<file path="src/rtl/xmb_pkg.sv">
package xmb_pkg;
  // Two-stage synchronizer: keeps the SYSREF load latency at three edges.
  localparam int unsigned XMB_SYNC_STAGES = 2;
  // Each unit of E adds 32 link cycles to the extended multiblock.
  localparam int unsigned XMB_BLK_SHIFT = 5;

  typedef enum logic {
    XMB_FREE_RUN      = 1'b0,
    XMB_SYSREF_PHASED = 1'b1
  } xmb_mode_e;
endpackage

</file>
<file path="src/rtl/xmb_sysref_edge.sv">
module xmb_sysref_edge #(
  parameter int unsigned STAGES = 2
) (
  input  logic clk_i,
  input  logic rst_ni,
  input  logic strobe_i,
  output logic rise_o
);
  logic [STAGES-1:0] sync_q;
  logic [STAGES-1:0] sync_d;
  logic              prev_q;
  logic              prev_d;

  for (genvar g = 0; g < STAGES; g++) begin : g_stage
    if (g == 0) begin : g_first
      always_comb sync_d[g] = strobe_i;
    end else begin : g_next
      always_comb sync_d[g] = sync_q[g-1];
    end
  end

  always_comb prev_d = sync_q[STAGES-1];

  always_ff @(posedge clk_i or negedge rst_ni) begin
    if (!rst_ni) begin
      sync_q <= '0;
      prev_q <= 1'b0;
    end else begin
      sync_q <= sync_d;
      prev_q <= prev_d;
    end
  end

  assign rise_o = sync_q[STAGES-1] & ~prev_q;
endmodule

</file>
<file path="src/rtl/xmb_cfg_latch.sv">
module xmb_cfg_latch
  import xmb_pkg::*;
#(
  parameter int unsigned E_W = 3
) (
  input  logic           clk_i,
  input  logic           rst_ni,
  input  logic [E_W-1:0] ext_size_i,
  input  xmb_mode_e      mode_i,
  output logic           run_o,
  output logic [E_W-1:0] ext_size_o,
  output xmb_mode_e      mode_o
);
  logic           run_q;
  logic [E_W-1:0] size_q;
  xmb_mode_e      mode_q;
  logic           load_en;

  // Capture is enabled only until the first edge after reset release.
  assign load_en = ~run_q;

  always_ff @(posedge clk_i or negedge rst_ni) begin
    if (!rst_ni) begin
      run_q  <= 1'b0;
      size_q <= '0;
      mode_q <= XMB_FREE_RUN;
    end else if (load_en) begin
      run_q  <= 1'b1;
      size_q <= ext_size_i;
      mode_q <= mode_i;
    end
  end

  // The live inputs pass through during the capture cycle, so the first edge uses them.
  assign run_o      = run_q;
  assign ext_size_o = run_q ? size_q : ext_size_i;
  assign mode_o     = run_q ? mode_q : mode_i;
endmodule

</file>
<file path="src/rtl/xmb_phase_count.sv">
module xmb_phase_count
  import xmb_pkg::*;
#(
  parameter int unsigned E_W   = 3,
  parameter int unsigned CNT_W = E_W + XMB_BLK_SHIFT
) (
  input  logic             clk_i,
  input  logic             rst_ni,
  input  logic [E_W-1:0]   ext_size_i,
  input  xmb_mode_e        mode_i,
  input  logic             rise_i,
  output logic [CNT_W-1:0] count_o,
  output logic             locked_o,
  output logic             misalign_o
);
  logic [CNT_W-1:0] count_q, count_d, count_inc, last_idx;
  logic [E_W-1:0]   size_nz;
  logic             locked_q, locked_d;
  logic             mis_q, mis_d;
  logic             at_last;

  always_comb begin
    size_nz   = (ext_size_i == '0) ? E_W'(1) : ext_size_i;
    last_idx  = CNT_W'({size_nz, {XMB_BLK_SHIFT{1'b0}}}) - CNT_W'(1);
    at_last   = (count_q == last_idx);
    count_inc = at_last ? '0 : count_q + CNT_W'(1);
  end

  always_comb begin
    count_d  = count_q;
    locked_d = locked_q;
    mis_d    = mis_q;
    unique case (mode_i)
      XMB_FREE_RUN: begin
        if (locked_q) begin
          count_d = count_inc;
        end else begin
          locked_d = 1'b1;
          count_d  = '0;
        end
      end
      XMB_SYSREF_PHASED: begin
        if (rise_i) begin
          count_d  = '0;
          locked_d = 1'b1;
          // Once phased, an edge is expected only where the count would wrap.
          if (locked_q && !at_last) mis_d = 1'b1;
        end else if (locked_q) begin
          count_d = count_inc;
        end else begin
          count_d = '0;
        end
      end
      default: count_d = count_q;
    endcase
  end

  always_ff @(posedge clk_i or negedge rst_ni) begin
    if (!rst_ni) begin
      count_q  <= '0;
      locked_q <= 1'b0;
      mis_q    <= 1'b0;
    end else begin
      count_q  <= count_d;
      locked_q <= locked_d;
      mis_q    <= mis_d;
    end
  end

  assign count_o    = count_q;
  assign locked_o   = locked_q;
  assign misalign_o = mis_q;
endmodule

</file>
<file path="src/rtl/xmb_boundary_counter.sv">
module xmb_boundary_counter
  import xmb_pkg::*;
#(
  parameter int unsigned E_W = 3
) (
  input  logic                           clk_i,
  input  logic                           rst_ni,
  input  logic                           sysref_i,
  input  logic                           mode_sel_i,
  input  logic [E_W-1:0]                 ext_size_i,
  output logic [E_W+XMB_BLK_SHIFT-1:0]   count_o,
  output logic                           boundary_o,
  output logic                           not_aligned_o,
  output logic                           misalign_o
);
  localparam int unsigned CNT_W = E_W + XMB_BLK_SHIFT;

  logic           sysref_rise;
  logic           cfg_run;
  logic [E_W-1:0] cfg_size;
  xmb_mode_e      cfg_mode;
  logic           locked;

  xmb_sysref_edge #(
    .STAGES(XMB_SYNC_STAGES)
  ) u_edge (
    .clk_i   (clk_i),
    .rst_ni  (rst_ni),
    .strobe_i(sysref_i),
    .rise_o  (sysref_rise)
  );

  xmb_cfg_latch #(
    .E_W(E_W)
  ) u_cfg (
    .clk_i     (clk_i),
    .rst_ni    (rst_ni),
    .ext_size_i(ext_size_i),
    .mode_i    (xmb_mode_e'(mode_sel_i)),
    .run_o     (cfg_run),
    .ext_size_o(cfg_size),
    .mode_o    (cfg_mode)
  );

  xmb_phase_count #(
    .E_W  (E_W),
    .CNT_W(CNT_W)
  ) u_count (
    .clk_i     (clk_i),
    .rst_ni    (rst_ni),
    .ext_size_i(cfg_size),
    .mode_i    (cfg_mode),
    .rise_i    (sysref_rise),
    .count_o   (count_o),
    .locked_o  (locked),
    .misalign_o(misalign_o)
  );

  assign not_aligned_o = ~locked;
  assign boundary_o    = cfg_run & locked & (count_o == '0);
endmodule

</file>
<file path="config.mk">
export PLATFORM = sky130hd
export DESIGN_NAME = xmb_boundary_counter
export DESIGN_NICKNAME = d
export VERILOG_FILES = /design/src/rtl/xmb_pkg.sv /design/src/rtl/xmb_sysref_edge.sv /design/src/rtl/xmb_cfg_latch.sv /design/src/rtl/xmb_phase_count.sv /design/src/rtl/xmb_boundary_counter.sv
export SDC_FILE = /design/constraint.sdc
export NUM_CORES = 1
export LEC_CHECK = 0
export BUFFER_PORTS_ARGS = -buffer_cell sky130_fd_sc_hd__buf_2
export CAP_MARGIN = 40
export CORE_MARGIN = 3
export CORE_UTILIZATION = 45
export DETAILED_ROUTE_END_ITERATION = 6
export GPL_ROUTABILITY_DRIVEN = 0
export MAX_ROUTING_LAYER = met4
export PLACE_DENSITY = 0.71
export SYNTH_ARGS = -nofsm -noshare
export SYNTH_HDL_FRONTEND = slang
export SYNTH_HIERARCHICAL = 1
export SYNTH_SLANG_ARGS = --single-unit
</file>
<file path="constraint.sdc">
create_clock -name clk_i -period 5.1 [get_ports clk_i]
set_clock_uncertainty 0.15 [all_clocks]
set_input_delay 0.51 -clock clk_i [delete_from_list [all_inputs] [get_ports clk_i]]
set_output_delay 0.51 -clock clk_i [all_outputs]
set_load 0.005 [all_outputs]
</file>
==> impl_summary.md, run 1 <==
Floorplan
The number of core rows is 15. The placeable core area is 1780 sq um. 18 I/O pins were placed. The initial utilization of the core area, before any placement, comes to 48.8%. The die area is 2500 sq um.

The x dimension of the die is 50.0 microns. The chip height is 50.0 microns.

Global route
The global-route wire length before repair is 2.68 mm. The aggregate global-route resource usage is 14.3%. Summed over all layers, the global routing overflow is 0. The via count of the first global-routing pass is 588. The maximum number of pins on one net before global-route repair is 19. The initial antenna violation count is 0.

Drt
The remaining antenna violation count after routing is 0. The routed wire length is 1.56 mm. Across all layers, the routed design uses 612 vias. The DRC violation count after routing is 0. The average via count per standard cell is 4.98. The number of design-rule violations left by the first detailed-router iteration is 16. The average detailed-routed wire length per instance is 12.7 microns. The detailed-routing iteration count for the pre-antenna-repair pass is 4.

Logic synthesis
After synthesis the cells add up to 870 sq um. The number of nets handed over by synthesis was 85. The number of warnings issued by yosys is 6.

By count the netlist is led by 18 x sky130_fd_sc_hd__dfrtp_1, 9 x sky130_fd_sc_hd__nor2_1, 5 x sky130_fd_sc_hd__nand2_1. After synthesis, the share of flip-flops with an asynchronous set or reset is 100%. The average cell area after synthesis is 11.4 sq um. After synthesis, the netlist uses 28 different library cells. Yosys mapped a number of flops with a built-in enable equal to 0.

The register bit count reported by yosys is 18. After synthesis, the cell types taking the most area are sky130_fd_sc_hd__dfrtp_1 52%, sky130_fd_sc_hd__mux2_2 5.2%, sky130_fd_sc_hd__xnor2_1 4.0%. The dominant synthesized flop cell is sky130_fd_sc_hd__dfrtp_1.

The number of cells produced by synthesis is 76. Of all cell types, the one taking the most synthesized area is sky130_fd_sc_hd__dfrtp_1. The share of the yosys chip area belonging to registers is 51.8%. Yosys instantiated no cell more often than sky130_fd_sc_hd__dfrtp_1. The share of synthesized area in the top cell type comes to 51.8%.

Finish
The end-of-flow core utilization is 57.9%. Fill cells in the final layout number 165. The net count of the finished layout is 108.

The number of inserted diodes is 0. The layout cell share with drive strength beyond 1 is 30.6%. The area growth from synthesis to layout is 18.7%.

Setup path
STA classifies the critical path endpoint as a flip-flop. Of all nets on the critical path, the largest fanout is 6. The path type of the worst setup path is flip-flop to flip-flop. The endpoint required time on the critical path is 5.12 ns. Data arrives at the worst endpoint at 2.50 ns. The worst setup path is launched from a flip-flop.

Timing
Timing would allow up to 404 MHz. Setup violations remaining at the end of the flow were counted as 0. The smallest clock period supported by the final layout is computed as 2.48 ns. After layout, the worst setup slack is 2.62 ns. The final clock period utilization by the worst path is 48.6%. The number of failing hold endpoints at the final stage is 0. The number of slew-limit violations in the final report is 0. The setup TNS after final layout is 0 ns. Setup repair after global routing left no endpoint under its margin.

Power
The part of the power in the clock network is 22.7%. The analysis attributes to cell leakage a power of 0.000489 uW. The share of total power in sequential cells is 51.4%. The power spent charging and discharging nets is 119 uW. The switching share of total power is 31.4%. For this design the ratio of total power to cell area is 366 nW/um^2. Across the VDD grid, the largest voltage drop is 260 uV. Cell internal power was estimated by the tool at 259 uW. The share of power burned in combinational logic is 25.9%.

Clock network
The number of buffers added by the clock tree synthesis step is 3. No sink is reached through more buffers than the 2 on the longest clock path. Clock latency on the worst-skew pair, taken at its later pin, is 0.29 ns. The quantity of gates resized following cts is 0. The count of hold buffers inserted by post-cts repair is 1. The root buffer cell chosen for the clock tree is sky130_fd_sc_hd__clkbuf_4. For this design, the sink count on the clock tree is 18. The number of buffers inserted to repair setup after CTS is 0. TritonCTS built the clock tree. CTS built an H-tree with a depth of 1. Clock-pin slew was measured on the worst setup and hold paths at 0.10 ns.

Job
Max-cap violations in this run came to 0.

Hold path
The worst hold path belongs to the class input pin to flip-flop.

Placement
At the placement stage, the worst setup path has a slack of 2.54 ns. After legalization and detailed placement, the total HPWL measured 1.17 mm. The total of buffers placed on input and output ports is 17.

Run status
The flow ran to the end, and the final reports show no timing, DRC or antenna violations.
## metrics by stage
step                      cells  cell area (sq um)  power (uW)  hold slack, ns
after global placement      118                986         290           0.185
after detailed placement    118                986         297           0.194
after CTS                   123               1030         384           0.164
after floorplan              76                870         257          0.0644
final                       123               1030         378           0.175
after global routing        123               1030         407           0.161
## power groups by stage
stage	registers (uW)	clock network (uW)	logic (uW)
4_1_cts	194	89.3	99.7
6_report	194	85.6	97.7
3_3_place_gp	196	0	94.8
2_1_floorplan	194	0	62.5
3_5_place_dp	198	0	98.9
5_1_grt	200	95.1	111
## state kept, by name, summed over array words and instances, names as in the netlist
name	cells
u_cfg/mode_q	1
u_cfg/run_o	1
u_cfg/size_q	3
u_count/count_o	8
u_count/locked_o	1
u_count/misalign_o	1
u_edge/prev_q	1
u_edge/sync_q	2
## path summary, 6_finish.rpt
path	start	end	slack [ns]	cells after the start
worst min register to register	u_edge/sync_q[0]	u_edge/sync_q[1]	0.21	0
min in group asynchronous	rst_ni	u_count/count_o[7]	0.52	2
worst max register to register	u_cfg/run_o	u_count/count_o[3]	2.62	9
worst min-delay path	sysref_i	u_edge/sync_q[0]	0.17	1
worst max-delay path	u_cfg/run_o	u_count/count_o[3]	2.62	9
max in group asynchronous	rst_ni	u_cfg/size_q[0]	3.99	2
## cells by family after synthesis
kind of cell | after synthesis | synth area share [%]
flops | 18 | 51.8
compound gates | 5 | 5.32
simple gates | 34 | 23.6
xor+xnor | 7 | 7.91
other cells | 1 | 0.431
buf+inv | 4 | 1.73
mux | 5 | 6.33
fa+ha+maj | 2 | 2.88
## area by class of cell
class	instances	area [sq um]	share of cell area [%]
clock buffers	4	36.3	3.52
inverters	4	15.0	1.45
multi-input cells	54	404	39.2
flip-flops and latches	18	450	43.6
well taps	25	31.3	3.03
repair buffers	18	95.1	9.21
## layer usage
metal  global-route usage, %  vias up  share of wire [%]
li1                        -      304                  -
met5                       -        -                  0
met4                    4.15        0               0.51
met1                    19.8      295                 46
met3                    1.81        2                2.8
met2                    21.8       11                 50
## cell usage in the layout, fill, tap and decap left out, types with 2 or more instances in the layout
| cell type | synthesis | routed |
|---|---|---|
| sky130_fd_sc_hd__dfrtp_1 | 18 | 18 |
| sky130_fd_sc_hd__buf_2 | 0 | 17 |
| sky130_fd_sc_hd__nor2_1 | 9 | 9 |
| sky130_fd_sc_hd__nand2_1 | 5 | 5 |
| sky130_fd_sc_hd__inv_1 | 4 | 4 |
| sky130_fd_sc_hd__mux2_2 | 4 | 4 |
| sky130_fd_sc_hd__nand3_1 | 4 | 4 |
| sky130_fd_sc_hd__xnor2_1 | 4 | 4 |
| sky130_fd_sc_hd__nor3_1 | 4 | 4 |
| sky130_fd_sc_hd__clkbuf_4 | 0 | 3 |
| sky130_fd_sc_hd__or4b_1 | 2 | 2 |
| sky130_fd_sc_hd__a21oi_1 | 2 | 2 |
| sky130_fd_sc_hd__xor2_1 | 2 | 2 |
| sky130_fd_sc_hd__ha_1 | 2 | 2 |
## critical path, cell delays in order (launching register included)
cell,delay [ns]
sky130_fd_sc_hd__dfrtp_1,0.46
sky130_fd_sc_hd__mux2_2,0.41
sky130_fd_sc_hd__nor2_1,0.11
sky130_fd_sc_hd__nor2_1,0.05
sky130_fd_sc_hd__ha_1,0.22
sky130_fd_sc_hd__xnor2_2,0.19
sky130_fd_sc_hd__mux2i_1,0.12
sky130_fd_sc_hd__o311a_4,0.33
sky130_fd_sc_hd__nor3_4,0.23
sky130_fd_sc_hd__nor3_1,0.09
(Power assumes the default switching activity.)
==> inputs of run 2 (changes only) <==
Clock period 5.1 ns to 2.4 ns, I/O delays scaled along.
==> run 2 against run 1 <==
Effect of this change:
- register-to-register slack got worse by 2.5 ns
- combinational power increased by 120%
- sequential cell count unchanged
- largest cell class unchanged
- non-clock buffer count increased by 5
- via count increased by 4.4%
==> impl_summary.md, run 2 (synthesis results as in run 1) <==
Run status
Outcome: finished clean (unchanged).

Setup path
The path type of the worst setup path is flip-flop to flip-flop (unchanged). The endpoint required time on the critical path is 2.44 ns (was 5.12 ns). The worst-case reg-to-reg path depth was 8 (was 9). The launching element type of the critical path is a flip-flop (unchanged). The critical-path maximum fanout is 5 (was 6). The arrival time of the worst setup path came to 2.35 ns (was 2.50 ns). The critical path endpoint category is a flip-flop (unchanged).

Timing
The number of failing hold endpoints at the final stage is 0 (unchanged). The number of slew-limit violations in the final report is 0 (unchanged). The setup TNS after final layout is 0 ns (unchanged). The number of failing setup endpoints in the final timing report was 0 (unchanged).

The maximum clock frequency is 432 MHz (was 404 MHz). The final clock period utilization by the worst path is 96.4% (was 48.6%). The post-route minimum period is 2.31 ns (was 2.48 ns).

The worst slack on hold paths is 0.0748 ns (was 0.175 ns).

Clock network
The maximum count of clock buffers along a single path was 2 (unchanged). The maximum level of the CTS H-tree is 1 (unchanged). The root buffer cell is sky130_fd_sc_hd__clkbuf_4 (unchanged).

The number of buffers added by the clock tree synthesis step was 3 (unchanged). The source-to-sink clock delay at the later pin of the worst-skew pair is 0.29 ns (about the same). The CTS clock-pin slew for the worst setup and hold paths is 0.10 ns (about the same).

The CTS tree is built (unchanged). The clock net sink count is 18 (unchanged).

Power
The leakage power of the design is 0.000518 uW (was 0.000489 uW). The highest ir drop seen on vdd is 644 uV (was 260 uV). The areal power density over the cells is 748 nW/um^2 (was 366 nW/um^2).

Floorplan
The number of core rows is 15 (unchanged). The initial cell density of the core came to 48.8% (unchanged). The chip height is 50.0 microns (unchanged). The x dimension of the die is 50.0 microns (unchanged). The die area is 2500 sq um (unchanged). The count of pins on the block boundary was 18 (unchanged). The placeable core area was 1780 sq um (unchanged).

Global route
The maximum number of pins on one net before global-route repair is 19 (unchanged). The initial antenna violation count is 0 (unchanged). The via count of the first global-routing pass is 602 (was 588). The aggregate global routing overflow came to 0 (unchanged). The global-route wire length before repair came to 2.57 mm (was 2.68 mm). The aggregate global-route resource usage is 13.9% (was 14.3%).

Finish
The post-layout instance area was 1080 sq um (was 1030 sq um). The number of inserted diodes was 0 (unchanged). The post-synthesis to final-layout area growth is 24.7% (was 18.7%). The most frequent standard cell in the layout excluding fill and tap cells is sky130_fd_sc_hd__dfrtp_1 (unchanged). The final net count came to 113 (was 108). The layout cell share with drive strength beyond 1 is 35.0% (was 30.6%).

Top library cells by usage in the layout, fill and taps aside: 18 x sky130_fd_sc_hd__dfrtp_1, 17 x sky130_fd_sc_hd__buf_2, 8 x sky130_fd_sc_hd__nor2_1 (was 18 x sky130_fd_sc_hd__dfrtp_1, 17 x sky130_fd_sc_hd__buf_2, 9 x sky130_fd_sc_hd__nor2_1). The final cell count without fillers is 128 (was 123). The flip-flop count of the largest register after layout is 8 (unchanged).

Hold path
The number of cells on the worst hold path is 2 (was 1). The class of the tightest hold or removal check is input pin to flip-flop (unchanged).

Drt
The detailed-routing iteration count for the pre-antenna-repair pass was 4 (unchanged). The via count is 639 (was 612). The number of design-rule violations left by the first detailed-router iteration is 6 (was 16).

The average via count per standard cell is 4.99 (was 4.98). The DRC violation count after routing is 0 (unchanged). The remaining antenna violation count after routing is 0 (unchanged). The average detailed-routed wire length per instance came to 12.1 microns (was 12.7 microns). The routed wire length was 1.55 mm (was 1.56 mm).

Placement
The total placed instance area is 1000 sq um (was 986 sq um). The post-placement cell count is 120 (was 118). The total of buffers placed on input and output ports is 17 (unchanged). The post-DP HPWL came to 1.15 mm (was 1.17 mm).

Job
The max-capacitance violation count is 0 (unchanged).
[run 2: cell count changes in the layout (fill, tap and decap cells not counted)]
cell	delta
sky130_fd_sc_hd__buf_4	+4
sky130_fd_sc_hd__dlygate4sd3_1	+1
sky130_fd_sc_hd__ha_1	-1
sky130_fd_sc_hd__ha_2	+1
sky130_fd_sc_hd__mux2_2	-2
sky130_fd_sc_hd__mux2_4	+2
sky130_fd_sc_hd__nor2_1	-1
sky130_fd_sc_hd__nor2_2	+1
[run 2: critical path: stages, from the launching register on]
cell and delay [ns]:
sky130_fd_sc_hd__dfrtp_1 0.44, sky130_fd_sc_hd__mux2_2 0.41, sky130_fd_sc_hd__nor2_1 0.15, sky130_fd_sc_hd__ha_2 0.21, sky130_fd_sc_hd__xnor2_2 0.14, sky130_fd_sc_hd__mux2i_1 0.24
sky130_fd_sc_hd__o311a_4 0.20, sky130_fd_sc_hd__a21oi_1 0.05, sky130_fd_sc_hd__nor4_1 0.23
[run 2: metrics by stage]
stage / power (uW) / setup WS (ns) / util [%]
6_report: 811 / 0.0866 / 60.8
3_5_place_dp: 630 / 0.0113 / 56.1
2_1_floorplan: 545 / 0.110 / -
4_1_cts: 818 / 0.00481 / 59.7
3_3_place_gp: 622 / 0.106 / 56.1
5_1_grt: 874 / -0.00142 / 60.8
[run 2: power breakdown]
part | leakage, uW | switching (uW) | internal [uW]
sequential | 0.000215 | 63.6 | 350
combinational | 0.000282 | 99.6 | 117
clock | 0.0000210 | 88.6 | 92.3
total | 0.000518 | 252 | 560
[run 2: timing repair]
item	CTS	global route
setup buffers	1	1
hold buffers	2	0
gates cloned	0	0
endpoints found under the setup margin	1	5
endpoints found under the hold margin	19	0
pin swaps	0	3
gates resized for setup	0	4
[run 2: area by class of cell]
class	instances	area (sq um)
Fill cell	150	698
Sequential cell	18	450
Tap cell	25	31.3
Timing Repair Buffer	23	135
Inverter	4	15.0
Multi-Input combinational cell	54	417
Clock buffer	4	36.3
[run 2: metal layers]
layer  vias up  part of all wire [%]  GRT usage [%]
li1        318                     -              -
met1       310                    46           16.8
met2         9                    50           22.7
met3         2                   2.8           1.81
met4         0                  0.26           6.91
met5         -                     0              -
[run 2: worst paths after layout]
check	start	slack (ns)	to
min in group asynchronous	rst_ni	0.24	u_count/misalign_o
max in group asynchronous	rst_ni	1.58	u_cfg/run_o
worst min register to register	u_edge/sync_q[0]	0.21	u_edge/sync_q[1]
worst max-delay path	u_cfg/run_o	0.09	u_count/count_o[6]
worst min-delay path	ext_size_i[1]	0.07	u_cfg/size_q[1]
worst max register to register	u_cfg/run_o	0.09	u_count/count_o[6]
==> inputs of run 3 (changes only) <==
Settings changed: CORE_UTILIZATION 45 to 52, PLACE_DENSITY 0.71 to 0.79, TNS_END_PERCENT set to 5.
==> run 3 against run 2 <==
Effect of this change:
- sequential cell count unchanged
- cell area decreased by 0.58%
- final cell count down 7.8%
- via count increased by 0.78%
- sequential power about the same
- total power up 0.87%
- utilization is 9.1 points higher
- register-to-register slack better by 0.03 ns
- combinational power increased by 4%
- count of clock-buffer cells in the layout unchanged
- setup slack better by 0.032 ns
- clock power about the same
==> impl_summary.md, run 3 (synthesis results as in run 1) <==
Run status
Outcome: finished clean (unchanged).

Power
The switching share of total power is 31.4% (was 31.0%). The leakage power of the design came to 0.000521 uW (was 0.000518 uW). The areal power density over the cells is 759 nW/um^2 (was 748 nW/um^2). The power spent charging and discharging nets is 257 uW (was 252 uW).

The part of the power in the clock network is 22.1% (was 22.3%). The total power is 819 uW (was 811 uW). The total internal power came to 562 uW (was 560 uW). The highest ir drop seen on vdd is 614 uV (was 644 uV). The share of total power in sequential cells is 50.4% (was 51.0%). The share of power burned in combinational logic is 27.5% (was 26.7%).

Setup path
The critical path endpoint category was a flip-flop (unchanged). The launching element type of the critical path is a flip-flop (unchanged). The arrival time of the worst setup path was 2.32 ns (was 2.35 ns). The worst-case reg-to-reg path depth is 10 (was 8). The endpoint of the worst register-to-register path is u_count/misalign_o (was u_count/count_o[6]). The origin of the critical flop-to-flop path was u_cfg/run_o (unchanged). The reg2reg setup slack is 0.12 ns (was 0.09 ns). The endpoint required time on the critical path came to 2.43 ns (was 2.44 ns). The path type of the worst setup path is flip-flop to flip-flop (unchanged).

The critical-path maximum fanout is 4 (was 5).

Drt
The routed wire length is 1.55 mm (about the same). The average via count per standard cell is 5.46 (was 4.99). The DRC violation count after routing came to 0 (unchanged).

The number of design-rule violations left by the first detailed-router iteration is 10 (was 6). The average detailed-routed wire length per instance was 13.2 microns (was 12.1 microns). The remaining antenna violation count after routing is 0 (unchanged).

The detailed-routing iteration count for the pre-antenna-repair pass came to 4 (unchanged). The via count came to 644 (was 639).

Clock network
The source-to-sink clock delay at the later pin of the worst-skew pair came to 0.29 ns (about the same). The number of buffers added by the clock tree synthesis step is 3 (unchanged). The CTS clock-pin slew for the worst setup and hold paths is 0.10 ns (about the same). The maximum level of the CTS H-tree is 1 (unchanged). The CTS tree is built (unchanged).

The root buffer cell is sky130_fd_sc_hd__clkbuf_4 (unchanged). The clock net sink count is 18 (unchanged). The maximum count of clock buffers along a single path is 2 (unchanged).

Global route
The met2 global-route usage came to 27.6% (was 22.7%). The aggregate global-route resource usage is 17.4% (was 13.9%). The global-route wire length before repair is 2.53 mm (was 2.57 mm). The maximum number of pins on one net before global-route repair is 19 (unchanged). The fraction of met1 tracks used by global routing is 21.2% (was 16.8%).

The most congested layer reported by global routing is met2 (unchanged). The global routing usage on met3 is 2.30% (was 1.81%). The via count of the first global-routing pass is 589 (was 602). The aggregate global routing overflow was 0 (unchanged). The initial antenna violation count is 0 (unchanged).

Timing
The final setup slack of the worst path is 0.119 ns (was 0.0866 ns). The number of failing setup endpoints in the final timing report was 0 (unchanged). The number of slew-limit violations in the final report is 0 (unchanged).

The number of failing hold endpoints at the final stage was 0 (unchanged). The maximum clock frequency was 438 MHz (was 432 MHz). The worst slack on hold paths came to 0.0750 ns (was 0.0748 ns).

The final clock period utilization by the worst path came to 95.1% (was 96.4%). The post-route minimum period is 2.28 ns (was 2.31 ns). The setup TNS after final layout is 0 ns (unchanged).

Floorplan
The x dimension of the die is 46.9 microns (was 50.0 microns). The count of pins on the block boundary is 18 (unchanged). The die area was 2200 sq um (was 2500 sq um). The number of core rows is 14 (was 15). The chip height is 46.9 microns (was 50.0 microns). The placeable core area is 1540 sq um (was 1780 sq um).

The initial cell density of the core is 56.4% (was 48.8%).

Finish
The layout cell share with drive strength beyond 1 is 37.3% (was 35.0%). The flip-flop count of the largest register after layout was 8 (unchanged). The count of fill cells added during filler insertion came to 124 (was 150). The post-layout instance area is 1080 sq um (about the same).

Top library cells by usage in the layout, fill and taps aside: 18 x sky130_fd_sc_hd__dfrtp_1, 17 x sky130_fd_sc_hd__buf_2, 7 x sky130_fd_sc_hd__nor2_1 (was 18 x sky130_fd_sc_hd__dfrtp_1, 17 x sky130_fd_sc_hd__buf_2, 8 x sky130_fd_sc_hd__nor2_1). The most frequent standard cell in the layout excluding fill and tap cells is sky130_fd_sc_hd__dfrtp_1 (unchanged). The final net count is 112 (was 113). The number of inserted diodes was 0 (unchanged). The post-synthesis to final-layout area growth is 24.0% (was 24.7%).

Placement
The total of buffers placed on input and output ports is 17 (unchanged). The setup slack at placement is -0.0106 ns (was 0.0113 ns). The post-DP HPWL was 1.15 mm (about the same). The total placed instance area is 982 sq um (was 1000 sq um).

Job
The max-capacitance violation count is 0 (unchanged).

Hold path
The number of cells on the worst hold path is 2 (unchanged). The worst-case hold path end point is u_cfg/size_q[1] (unchanged). The class of the tightest hold or removal check is input pin to flip-flop (unchanged). The hold path startpoint is ext_size_i[1] (unchanged).
==> run 3: changes by cell type in the layout (fill, tap and decap cells not counted) <==
cell | previous run | this run
sky130_fd_sc_hd__buf_4 | 4 | 3
sky130_fd_sc_hd__nor3_2 | 0 | 2
sky130_fd_sc_hd__nor2_1 | 8 | 7
sky130_fd_sc_hd__nor2_2 | 1 | 2
sky130_fd_sc_hd__nor3_1 | 4 | 2
==> run 3: layout make-up <==
type	count	area, sq um	area share, %
flip-flops and latches	18	450	41.8
clock buffers	4	36.3	3.36
multi-input cells	54	429	39.8
inverters	4	15.0	1.39
repair buffers	22	128	11.8
well taps	16	20.0	1.86
==> run 3: worst max-delay path, cell delays in order (launching register included) <==
cell	delay [ns]
sky130_fd_sc_hd__dfrtp_1	0.44
sky130_fd_sc_hd__mux2_4	0.33
sky130_fd_sc_hd__nor2_2	0.12
sky130_fd_sc_hd__nor2_2	0.04
sky130_fd_sc_hd__ha_2	0.19
sky130_fd_sc_hd__xnor2_2	0.14
sky130_fd_sc_hd__buf_4	0.14
sky130_fd_sc_hd__nand4bb_1	0.19
sky130_fd_sc_hd__o311a_4	0.15
sky130_fd_sc_hd__nor3_4	0.20
sky130_fd_sc_hd__o21bai_1	0.10
==> run 3: power groups by stage <==
stage | Clock, uW | Combinational (uW) | Sequential, uW
after global placement | 0 | 207 | 417
after global routing | 201 | 255 | 421
after CTS | 187 | 216 | 413
final | 181 | 225 | 412
after detailed placement | 0 | 211 | 419
after floorplan | 0 | 133 | 412
==> run 3: what timing repair did <==
item,in CTS,in global routing
gates resized for setup,0,7
buffers inserted,1,1
hold buffers,2,0
endpoints found under the hold margin,19,0
endpoints found under the setup margin,3,5
pin swaps,0,3
==> run 3: worst max-delay path by stage <==
stage / start / endpoint / cells after the start
after floorplan: u_cfg/run_o / u_count/misalign_o / 9
after global placement: u_cfg/run_o / u_count/count_o[3] / 9
after detailed placement: u_cfg/run_o / u_count/misalign_o / 9
after CTS: u_cfg/run_o / u_count/count_o[7] / 9
after global routing: u_cfg/run_o / u_count/misalign_o / 9
final: u_cfg/run_o / u_count/misalign_o / 10
==> run 3: through the flow <==
stage | util, % | cells
floorplan | - | 76
global placement | 63.7 | 110
detailed placement | 63.7 | 110
CTS | 67.9 | 117
global route | 70.0 | 118
finish | 70.0 | 118
==> run 3: per-layer routing <==
layer | vias up | share of wire (%)
met4 | 0 | 0.77
met5 | - | 0
met3 | 2 | 5.0
met2 | 20 | 49
li1 | 314 | -
met1 | 308 | 45
